`config.mk`:
```
export PLATFORM = sky130hd
export DESIGN_NAME = scTxScheduler
export DESIGN_NICKNAME = d
export VERILOG_FILES = /design/src/rtl/scTxPkg.sv /design/src/rtl/scTxDatapath.sv /design/src/rtl/scTxControl.sv /design/src/rtl/scTxScheduler.sv
export SDC_FILE = /design/constraint.sdc
export NUM_CORES = 1
export LEC_CHECK = 0
export BUFFER_PORTS_ARGS = -buffer_cell sky130_fd_sc_hd__buf_2
export CORE_MARGIN = 2
export CORE_UTILIZATION = 60
export CTS_BUF_LIST = sky130_fd_sc_hd__clkbuf_8
export DETAILED_ROUTE_END_ITERATION = 8
export PLACE_DENSITY = 0.79
export SLEW_MARGIN = 30
export SYNTH_ARGS = -nofsm -noshare
export SYNTH_HDL_FRONTEND = slang
export SYNTH_SLANG_ARGS = --single-unit
```
`constraint.sdc`:
```
create_clock -name clk -period 4.5 [get_ports clk]
set_clock_uncertainty 0.1 [all_clocks]
set_input_delay 0.225 -clock clk [delete_from_list [all_inputs] [get_ports clk]]
set_output_delay 0.225 -clock clk [all_outputs]
set_load 0.05 [all_outputs]
```
`src/rtl/scTxPkg.sv`:
```
package scTxPkg;

  // Strobes from the control to the datapath
  typedef struct packed {
    logic capture;  // take host byte into the holding register
    logic load;     // build the line frame and start the start bit
    logic shift;    // advance to the next bit cell
  } txStrobes_t;

  typedef enum logic [1:0] {
    ST_IDLE = 2'd0,
    ST_PEND = 2'd1,
    ST_SEND = 2'd2
  } txState_e;

endpackage

```
`src/rtl/scTxDatapath.sv`:
```
module scTxDatapath
  import scTxPkg::*;
#(
  parameter int DATA_W = 8
) (
  input  logic              clk,
  input  logic              rstN,
  input  txStrobes_t        stb,
  input  logic [DATA_W-1:0] wrData,
  input  logic              inverseConv,
  output logic              lineBit
);

  localparam int FRAME_BITS = DATA_W + 2;

  logic [DATA_W-1:0]     holdReg;
  logic [DATA_W-1:0]     srcByte;
  logic [FRAME_BITS-1:0] frameNext;
  logic [FRAME_BITS-1:0] frameReg;
  logic                  evenPar;

  // An immediate start uses the byte on the bus in the same cycle
  assign srcByte = stb.capture ? wrData : holdReg;
  assign evenPar = ^srcByte;

  // Line-level frame, cell 0 first on the wire
  assign frameNext[0] = 1'b0;
  generate
    for (genvar i = 0; i < DATA_W; i++) begin : g_cell
      assign frameNext[1+i] = inverseConv ? ~srcByte[DATA_W-1-i] : srcByte[i];
    end
  endgenerate
  assign frameNext[FRAME_BITS-1] = inverseConv ? ~evenPar : evenPar;

  always_ff @(posedge clk) begin
    if (!rstN) begin
      holdReg  <= '0;
      frameReg <= '1;
    end else begin
      if (stb.capture) holdReg <= wrData;
      if (stb.load) begin
        frameReg <= frameNext;
      end else if (stb.shift) begin
        frameReg <= {1'b1, frameReg[FRAME_BITS-1:1]};
      end
    end
  end

  assign lineBit = frameReg[0];

endmodule

```
`src/rtl/scTxControl.sv`:
```
module scTxControl
  import scTxPkg::*;
#(
  parameter int DATA_W        = 8,
  parameter int TICKS_PER_ETU = 10,
  parameter int GUARD_W       = 8
) (
  input  logic               clk,
  input  logic               rstN,
  input  logic               fracTick,
  input  logic               wrStb,
  input  logic [GUARD_W-1:0] guardEtu,
  input  logic               protoT0,
  input  logic               ioIn,
  output txStrobes_t         stb,
  output logic               driveEn,
  output logic               txEmpty,
  output logic               parityErr
);

  localparam int FRAME_BITS = DATA_W + 2;
  localparam int FRAME_END  = FRAME_BITS * TICKS_PER_ETU;
  localparam int SAMPLE_AT  = FRAME_END + TICKS_PER_ETU / 2;
  localparam int DONE_AT    = FRAME_END + (8 * TICKS_PER_ETU) / 10;
  localparam int SPACE_AT   = FRAME_END + (5 * TICKS_PER_ETU) / 2;
  localparam int RETRY_AT   = FRAME_END + 3 * TICKS_PER_ETU;
  localparam int MAX_LIMIT  = SPACE_AT + TICKS_PER_ETU * ((1 << GUARD_W) - 1);
  localparam int CNT_W      = $clog2(MAX_LIMIT + 1) + 1;
  localparam int SUB_W      = (TICKS_PER_ETU > 1) ? $clog2(TICKS_PER_ETU) : 1;
  localparam int BIT_W      = $clog2(FRAME_BITS + 1);

  txState_e         state;
  logic [CNT_W-1:0] elapsed;
  logic [SUB_W-1:0] subCnt;
  logic [BIT_W-1:0] bitIdx;
  logic             errSeen;
  logic             retryPend;

  logic [CNT_W-1:0] limit;
  logic             accept;
  logic             ready;
  logic             startNow;
  logic             sending;
  logic             cellEnd;
  logic             sampleNow;
  logic             doneNow;

  // Spacing limit from the previous start bit
  always_comb begin
    if (retryPend) begin
      limit = CNT_W'(RETRY_AT);
    end else begin
      limit = CNT_W'(SPACE_AT) + CNT_W'(guardEtu) * CNT_W'(TICKS_PER_ETU);
    end
  end

  assign sending   = (state == ST_SEND);
  assign accept    = wrStb && txEmpty;
  assign ready     = (elapsed >= limit);
  assign startNow  = ((state == ST_IDLE) && accept && ready) ||
                     ((state == ST_PEND) && ready);
  assign cellEnd   = sending && fracTick && (subCnt == SUB_W'(TICKS_PER_ETU - 1));
  assign sampleNow = sending && fracTick && (elapsed == CNT_W'(SAMPLE_AT - 1));
  assign doneNow   = sending && fracTick && (elapsed == CNT_W'(DONE_AT - 1));
  assign driveEn   = sending && (bitIdx < BIT_W'(FRAME_BITS));

  assign stb.capture = accept;
  assign stb.load    = startNow;
  assign stb.shift   = cellEnd && (bitIdx < BIT_W'(FRAME_BITS));

  // Ticks since the last start bit, saturating
  always_ff @(posedge clk) begin
    if (!rstN) begin
      elapsed <= '1;
    end else if (startNow) begin
      elapsed <= '0;
    end else if (fracTick && (elapsed != '1)) begin
      elapsed <= elapsed + 1'b1;
    end
  end

  // Position inside the frame
  always_ff @(posedge clk) begin
    if (!rstN) begin
      subCnt <= '0;
      bitIdx <= '0;
    end else if (startNow) begin
      subCnt <= '0;
      bitIdx <= '0;
    end else begin
      if (cellEnd) begin
        subCnt <= '0;
      end else if (sending && fracTick) begin
        subCnt <= subCnt + 1'b1;
      end
      if (stb.shift) bitIdx <= bitIdx + 1'b1;
    end
  end

  // Sequencing
  always_ff @(posedge clk) begin
    if (!rstN) begin
      state <= ST_IDLE;
    end else begin
      case (state)
        ST_IDLE: if (accept) state <= ready ? ST_SEND : ST_PEND;
        ST_PEND: if (ready) state <= ST_SEND;
        ST_SEND: if (doneNow) state <= ST_IDLE;
        default: state <= ST_IDLE;
      endcase
    end
  end

  // Card error window and flags
  always_ff @(posedge clk) begin
    if (!rstN) begin
      errSeen   <= 1'b0;
      retryPend <= 1'b0;
      txEmpty   <= 1'b1;
      parityErr <= 1'b0;
    end else begin
      if (startNow) begin
        errSeen <= 1'b0;
      end else if (sampleNow && protoT0 && !ioIn) begin
        errSeen <= 1'b1;
      end

      if (startNow) begin
        retryPend <= 1'b0;
      end else if (doneNow) begin
        retryPend <= errSeen;
      end

      if (accept) begin
        txEmpty   <= 1'b0;
        parityErr <= 1'b0;
      end else if (doneNow) begin
        txEmpty   <= 1'b1;
        parityErr <= errSeen;
      end
    end
  end

endmodule

```
`src/rtl/scTxScheduler.sv`:
```
module scTxScheduler
  import scTxPkg::*;
#(
  parameter int DATA_W        = 8,
  parameter int TICKS_PER_ETU = 10,
  parameter int GUARD_W       = 8
) (
  input  logic               clk,
  input  logic               rstN,
  input  logic               fracTick,
  input  logic               wrStb,
  input  logic [DATA_W-1:0]  wrData,
  input  logic [GUARD_W-1:0] guardEtu,
  input  logic               inverseConv,
  input  logic               protoT0,
  input  logic               ioIn,
  output logic               ioDriveEn,
  output logic               ioDriveLvl,
  output logic               txEmpty,
  output logic               parityErr
);

  txStrobes_t stb;
  logic       driveEn;
  logic       lineBit;

  scTxControl #(
    .DATA_W       (DATA_W),
    .TICKS_PER_ETU(TICKS_PER_ETU),
    .GUARD_W      (GUARD_W)
  ) u_ctrl (
    .clk      (clk),
    .rstN     (rstN),
    .fracTick (fracTick),
    .wrStb    (wrStb),
    .guardEtu (guardEtu),
    .protoT0  (protoT0),
    .ioIn     (ioIn),
    .stb      (stb),
    .driveEn  (driveEn),
    .txEmpty  (txEmpty),
    .parityErr(parityErr)
  );

  scTxDatapath #(
    .DATA_W(DATA_W)
  ) u_dp (
    .clk        (clk),
    .rstN       (rstN),
    .stb        (stb),
    .wrData     (wrData),
    .inverseConv(inverseConv),
    .lineBit    (lineBit)
  );

  assign ioDriveEn  = driveEn;
  assign ioDriveLvl = driveEn ? lineBit : 1'b1;

endmodule

```
# Word-level counts from Yosys, hierarchy flattened
# Index checks and enable logic that the tools add are counted.
classes:
  n_lt_le_gt_ge: 2
  eq_ne: 9
  n_mul: 1
  muxes: 23
  n_addsub: 4
  n_bitwise: 10
  n_reduce_logical: 24
ops:
  columns: ["cell", "count"]
  rows:
  - ["two-way mux 13 bit", 3]
  - ["== test 13 x 7 -> 1 bit, second input constant", 2]
  - ["two-way mux 10 bit", 2]
  - ["adder 13 x 1 -> 13 bit, second input constant", 1]
  - ["adder 7 x 12 -> 13 bit, first input constant", 1]
  - [">= comparator 13 bit", 1]
  - ["logical AND 1 bit", 13]
  - ["!= test 13 bit, second input constant", 1]
  - ["two-way mux 1 bit", 12]
  - ["multiplier 8 x 3 -> 11 bit, second input constant", 1]
  - ["inverter 1 bit", 10]
  - ["adder 4 x 1 -> 4 bit, second input constant", 2]
  - ["two-way mux 2 bit", 4]
  - ["two-way mux 8 bit", 1]
  - ["parity 8 bit", 1]
  - ["case mux 2 bit (3 select lines)", 1]
  - ["nonzero test 2 bit", 3]
  - ["== test 4 bit, second input constant", 1]
  - ["less-than comparator 4 bit, second input constant", 1]
  - ["!= test 2 x 1 -> 1 bit, second input constant", 2]
  - ["OR reduction 2 bit", 2]
  - ["AND reduction 3 bit", 1]
  - ["OR reduction 3 bit", 1]
  - ["== test 2 x 1 -> 1 bit, second input constant", 1]
  - ["other kinds (5)", 5]
totals:
  elab_cells: 83
  output_inout_bits: 4
  ff_bits: 45
  input_bits: 23

# Longest topological paths before layout
logic_depth:
  word_depth: 7
  depth_mapped: 20
  ltp_nobuf: 18

# Modules after synthesis
# From an unflattened synthesis, not the netlist that was laid out.
hier_totals:
  cells_unflattened: 384
  hier_area_um2: 3239.4
modules_own_cells:
  columns: ["module", "area_each_um2", "instances", "seq_area_each_um2", "cells_per_inst"]
  rows:
  - ["scTxControl", 2114.5, 1, 540.5, 259]
  - ["scTxDatapath", 1118.6, 1, 360.3, 124]
  - ["scTxScheduler", 6.3, 1, 0.0, 1]

# Worst setup path before layout
# Ideal clock, no wire load.
synth_timing:
  path_kind: "input port to flip-flop"
  startpoint: "input guardEtu[1]"
  endpoint: "register u_dp.frameReg[2]"
  cell_stages: 19
  arrival_ns: 3.438
  slack_ns: 0.835
  n_path_buf: 2
  setup_time_ns: 0.128
  required_ns: 4.272
  cell_sequence: "ha_1 > ha_1 > inv_1 > fa_1 > nor2b_1 > o21ai_0 > a21oi_1 > nand3_1 > nand3b_1 > a21o_1 > ha_1 > nand2_1 > o21ai_0 > o21ai_0 > nor2_1 > buf_6 > buf_6 > mux2i_1 > nand2_1"
synth_via:
  elab_chain_len: 7
  word_cells_on_any_way: 9
  cone_classes: "1 x add/sub; 1 x mul; 1 x order compare; 2 x mux; 4 x reduce/logical"
synth_rtl:
  columns: ["item", "line_no", "source"]
  rows:
  - ["start: declaration", "scTxScheduler.sv:13", "input logic [GUARD_W-1:0] guardEtu,"]
  - ["multiplier 8 x 3 -> 11 bit *", "scTxControl.sv:53", "limit = CNT_W'(SPACE_AT) + CNT_W'(guardEtu) * CNT_W'(TICKS_PER_ETU);"]
  - ["adder 7 x 12 -> 13 bit *", "scTxControl.sv:53", null]
  - ["two-way mux 13 bit *", "scTxControl.sv:50", "if (retryPend) begin"]
  - [">= comparator 13 bit *", "scTxControl.sv:59", "assign ready = (elapsed >= limit);"]
  - ["logical AND 1 bit (on tied branches)", "scTxControl.sv:60, scTxControl.sv:61", null]
  - ["logical OR 1 bit *", "scTxControl.sv:60", "assign startNow = ((state == ST_IDLE) && accept && ready) ||"]
  - ["two-way mux 10 bit / nonzero test 2 bit (equally long branches)", null, null]
  - ["end signal: assignment", "scTxDatapath.sv:42", "frameReg <= frameNext;"]
  - ["end signal: assignment", "scTxDatapath.sv:44", "frameReg <= {1'b1, frameReg[FRAME_BITS-1:1]};"]
  - ["end: declaration", "scTxDatapath.sv:19", "logic [FRAME_BITS-1:0] frameReg;"]
# Mark *: on every way between the ends. The rest lies on a longest branch, timed or not.
# A chain may end at the register's enable or synchronous reset.

# Worst setup path after layout
layout_timing:
  startpoint: "input guardEtu[1]"
  endpoint: "register u_dp.frameReg[9]"
# The elaborated chain is that of the path after synthesis.

==> out/metrics.csv <==
metric,value,unit
Overall Global Routing Usage,23.2,%
first-pass GRT wire length,9960,um
Setup Buffers After CTS,0,
Final HPWL DP,4510,um
met1 usage,33.4,%
slew margin rel.,53.2,%
total CTS buffers,5,
GRT busiest layer,met2,
Synth Area per Inst,8.80,um^2
initial core utilization,63.4,%
sequential power share,37.9,%
synth warn,0,
class of the worst hold path,primary input to flop,
Leakage,0.00142,uW
"Clk Latency, worst-skew pair",300,ps
syn_nets,402,
post-CTS sizing,0,
Internal Power,919,uW
Detailed Route WL,5940,um
clk buf depth,2,
residual DRC count,0,
fin crit share,87.0,%
row cnt,25,
Post-Syn Area,3050,um^2
Worst Path Arrival,3970,ps
Setup CP Type,primary input to flop,
"most used cell, CP",ha_1,
dpl cells,430,
pwr/cell area,469,nW/um^2
max incr delay on CP,470,ps
met2 usage,35.9,%
ant diodes,0,
Area contributors post-synth,"dfxtp_1, ha_1, xnor2_1",
Yosys cell types,47,
RSZ-0062 raised after global routing,no,
Avg WL per Cell,13.6,um
Non-Filler Instances,438,
routability cong.,0.815,
Via Count,2388,
Startpoint Class,primary input,
vias per cell,5.45,
Max-Cap Viols,0,
Final nets,425,
most frequent cells after synthesis,"dfxtp_1, nand2_1, ha_1",
Core ar.,4820,um^2
antenna violations before repair,0,
top-area cell type share of the netlist area,29.5,%
most used flip-flop cell after synthesis,dfxtp_1,
count of final hold-check violations,0,
"EDFF count, synth",0,
Psw,625,uW
combinational power share,46.6,%
cells after synthesis,347,
setup_tns,0,ps
crit path time final,3920,ps
Net Sw Frac,40.5,%
"Slowest-stage cell, CP",nor4b_1,
met3 GRT Util,3.57,%
"delay-heaviest family, CP",adder cells,
total grt overflow,0,
num ports,27,
"Async S/R FF share, synth",0,%
peak supply drop,344,uV
CTS Hold Bufs,0,
filler cell count,426,
Die W,75.3,um
Critical Path End Type,flop,
post-synthesis register bit count,45,
overall die height,75.3,um
clock power share,15.5,%
status,finished clean,
First DRT Iteration DRCs,205,
ANT nets after route,0,
number of I/O port buffers,26,
die area,5680,um^2
max frequency,255,MHz
final-report setup violation count,0,
largest net degree at the start of global routing,39,
CP cell instances,buf_2 -> ha_1 -> ha_1 -> inv_1 -> fa_1 -> nor2b_1 -> nor3_1 -> o21bai_1 -> a21oi_1 -> xnor2_1 -> xnor2_1 -> nand2_1 -> ha_1 -> a21oi_1 -> o21ai_0 -> o21ai_0 -> nor2_1 -> buf_12 -> nor4b_1 -> a31oi_1,
sequential element share of the synthesized area,29.5,%
post-synth top area cell,dfxtp_1,
most frequent cell after synthesis,dfxtp_1,
Root Buffer Master,clkbuf_8,
Layout Area Growth over Synthesis,7.74,%
worst-path maximum fanout,30,
"Reg clk slew, reported paths",80,ps
sum of buffers and inverters on the critical path,3,
CTS Sinks,45,
Tightest Pin Transition,701,ps
CTS tree,built,
htree depth,2,
drt first pass iters,4,
share of post-route cells with drive strength above 1,13.7,%
"Slew Viols, Final",0,
WP data required,4550,ps
vias in the first global route,2190,
==> final timing paths <==
kind	startpoint	cells after the start	slack, ps	end
min reg2reg	u_ctrl.bitIdx[3]$_SDFFE_PP0P_	2	380	u_ctrl.bitIdx[3]$_SDFFE_PP0P_
max reg2reg	u_ctrl.retryPend$_SDFFE_PP0P_	10	1660	u_dp.frameReg[9]$_SDFFE_PN1P_
max	guardEtu[1]	20	580	u_dp.frameReg[9]$_SDFFE_PN1P_
min	wrStb	3	140	u_ctrl.txEmpty$_SDFFE_PN1P_
==> worst register-to-register path, cell delays in order, from the launching register on <==
cell      delay, ps
dfxtp_1         480
inv_1           200
ha_1            320
nand2b_4        140
a211oi_2        200
o21ai_1         140
a211oi_2        260
nor2_1          110
buf_12          180
nor4b_1         480
a31oi_1          90
==> placed cells by master (no fill, tap or decap), types with 2 or more instances in the layout <==
cell type  instances
a211oi_1           4
a211oi_2           2
a21o_1             4
a21oi_1           18
a31oi_1            3
and2_1             3
and3_1             2
buf_2             26
clkbuf_8           5
dfxtp_1           45
ha_1              31
inv_1             14
mux2_2             6
mux2i_1           18
nand2_1           34
nand3_1           10
nand4_1            3
nor2_1            28
nor2b_1           14
nor3_1             5
nor4_1             2
o211a_1            3
o211ai_1           2
o21ai_0           25
o21ai_1            4
o21bai_1           2
xnor2_1           26
xor2_1            13
==> layout make-up <==
type / count / area (um^2) / area share (%)
multi-input combinational: 279 / 2030 / 61.6
sequential: 45 / 901 / 27.4
timing repair buffer: 27 / 150 / 4.56
tap: 67 / 83.8 / 2.55
clock buffer: 5 / 68.8 / 2.09
inverter: 12 / 45.0 / 1.37
clock inverter: 3 / 15.0 / 0.456
==> state kept, by name, summed over array words and instances, names as in the netlist <==
signal	count
u_ctrl.elapsed	13
u_dp.frameReg	10
u_dp.holdReg	8
u_ctrl.bitIdx	4
u_ctrl.subCnt	4
u_ctrl.state	2
u_ctrl.errSeen	1
u_ctrl.parityErr	1
u_ctrl.retryPend	1
u_ctrl.txEmpty	1
==> power by group through the flow <==
stage                     Sequential (uW)  Clock, uW  Combinational (uW)
after floorplan                       565          0                 595
after global placement                589          0                 689
after detailed placement              592          0                 713
after CTS                             583        245                 721
after global routing                  597        257                 817
final                                 585        240                 720
==> cells by family after synthesis <==
kind of cell | share of synthesized area [%]
mux | 8.11
xor+xnor | 11.2
simple gates | 19.7
other cells | 0.123
flops | 29.5
buf+inv | 4.14
fa+ha+maj | 13.4
compound gates | 13.9
==> stage by stage <==
step	cell area [um^2]	power, uW	setup WS, ps	hold WS [ps]	utilization (%)
floorplan	3050	1160	835	323	-
global placement	3210	1280	539	354	66.6
detailed placement	3210	1310	392	360	66.6
CTS	3290	1550	619	141	68.3
global route	3290	1670	322	158	68.3
finish	3290	1540	583	144	68.3
==> layer usage <==
| layer | share of wire [%] | routed length, um |
|---|---|---|
| met5 | 0 | 0 |
| met4 | 1.2 | 72 |
| met1 | 50 | 3000 |
| met3 | 3.7 | 220 |
| met2 | 45 | 2650 |
No activity file was read; power rests on OpenSTA's default activity.
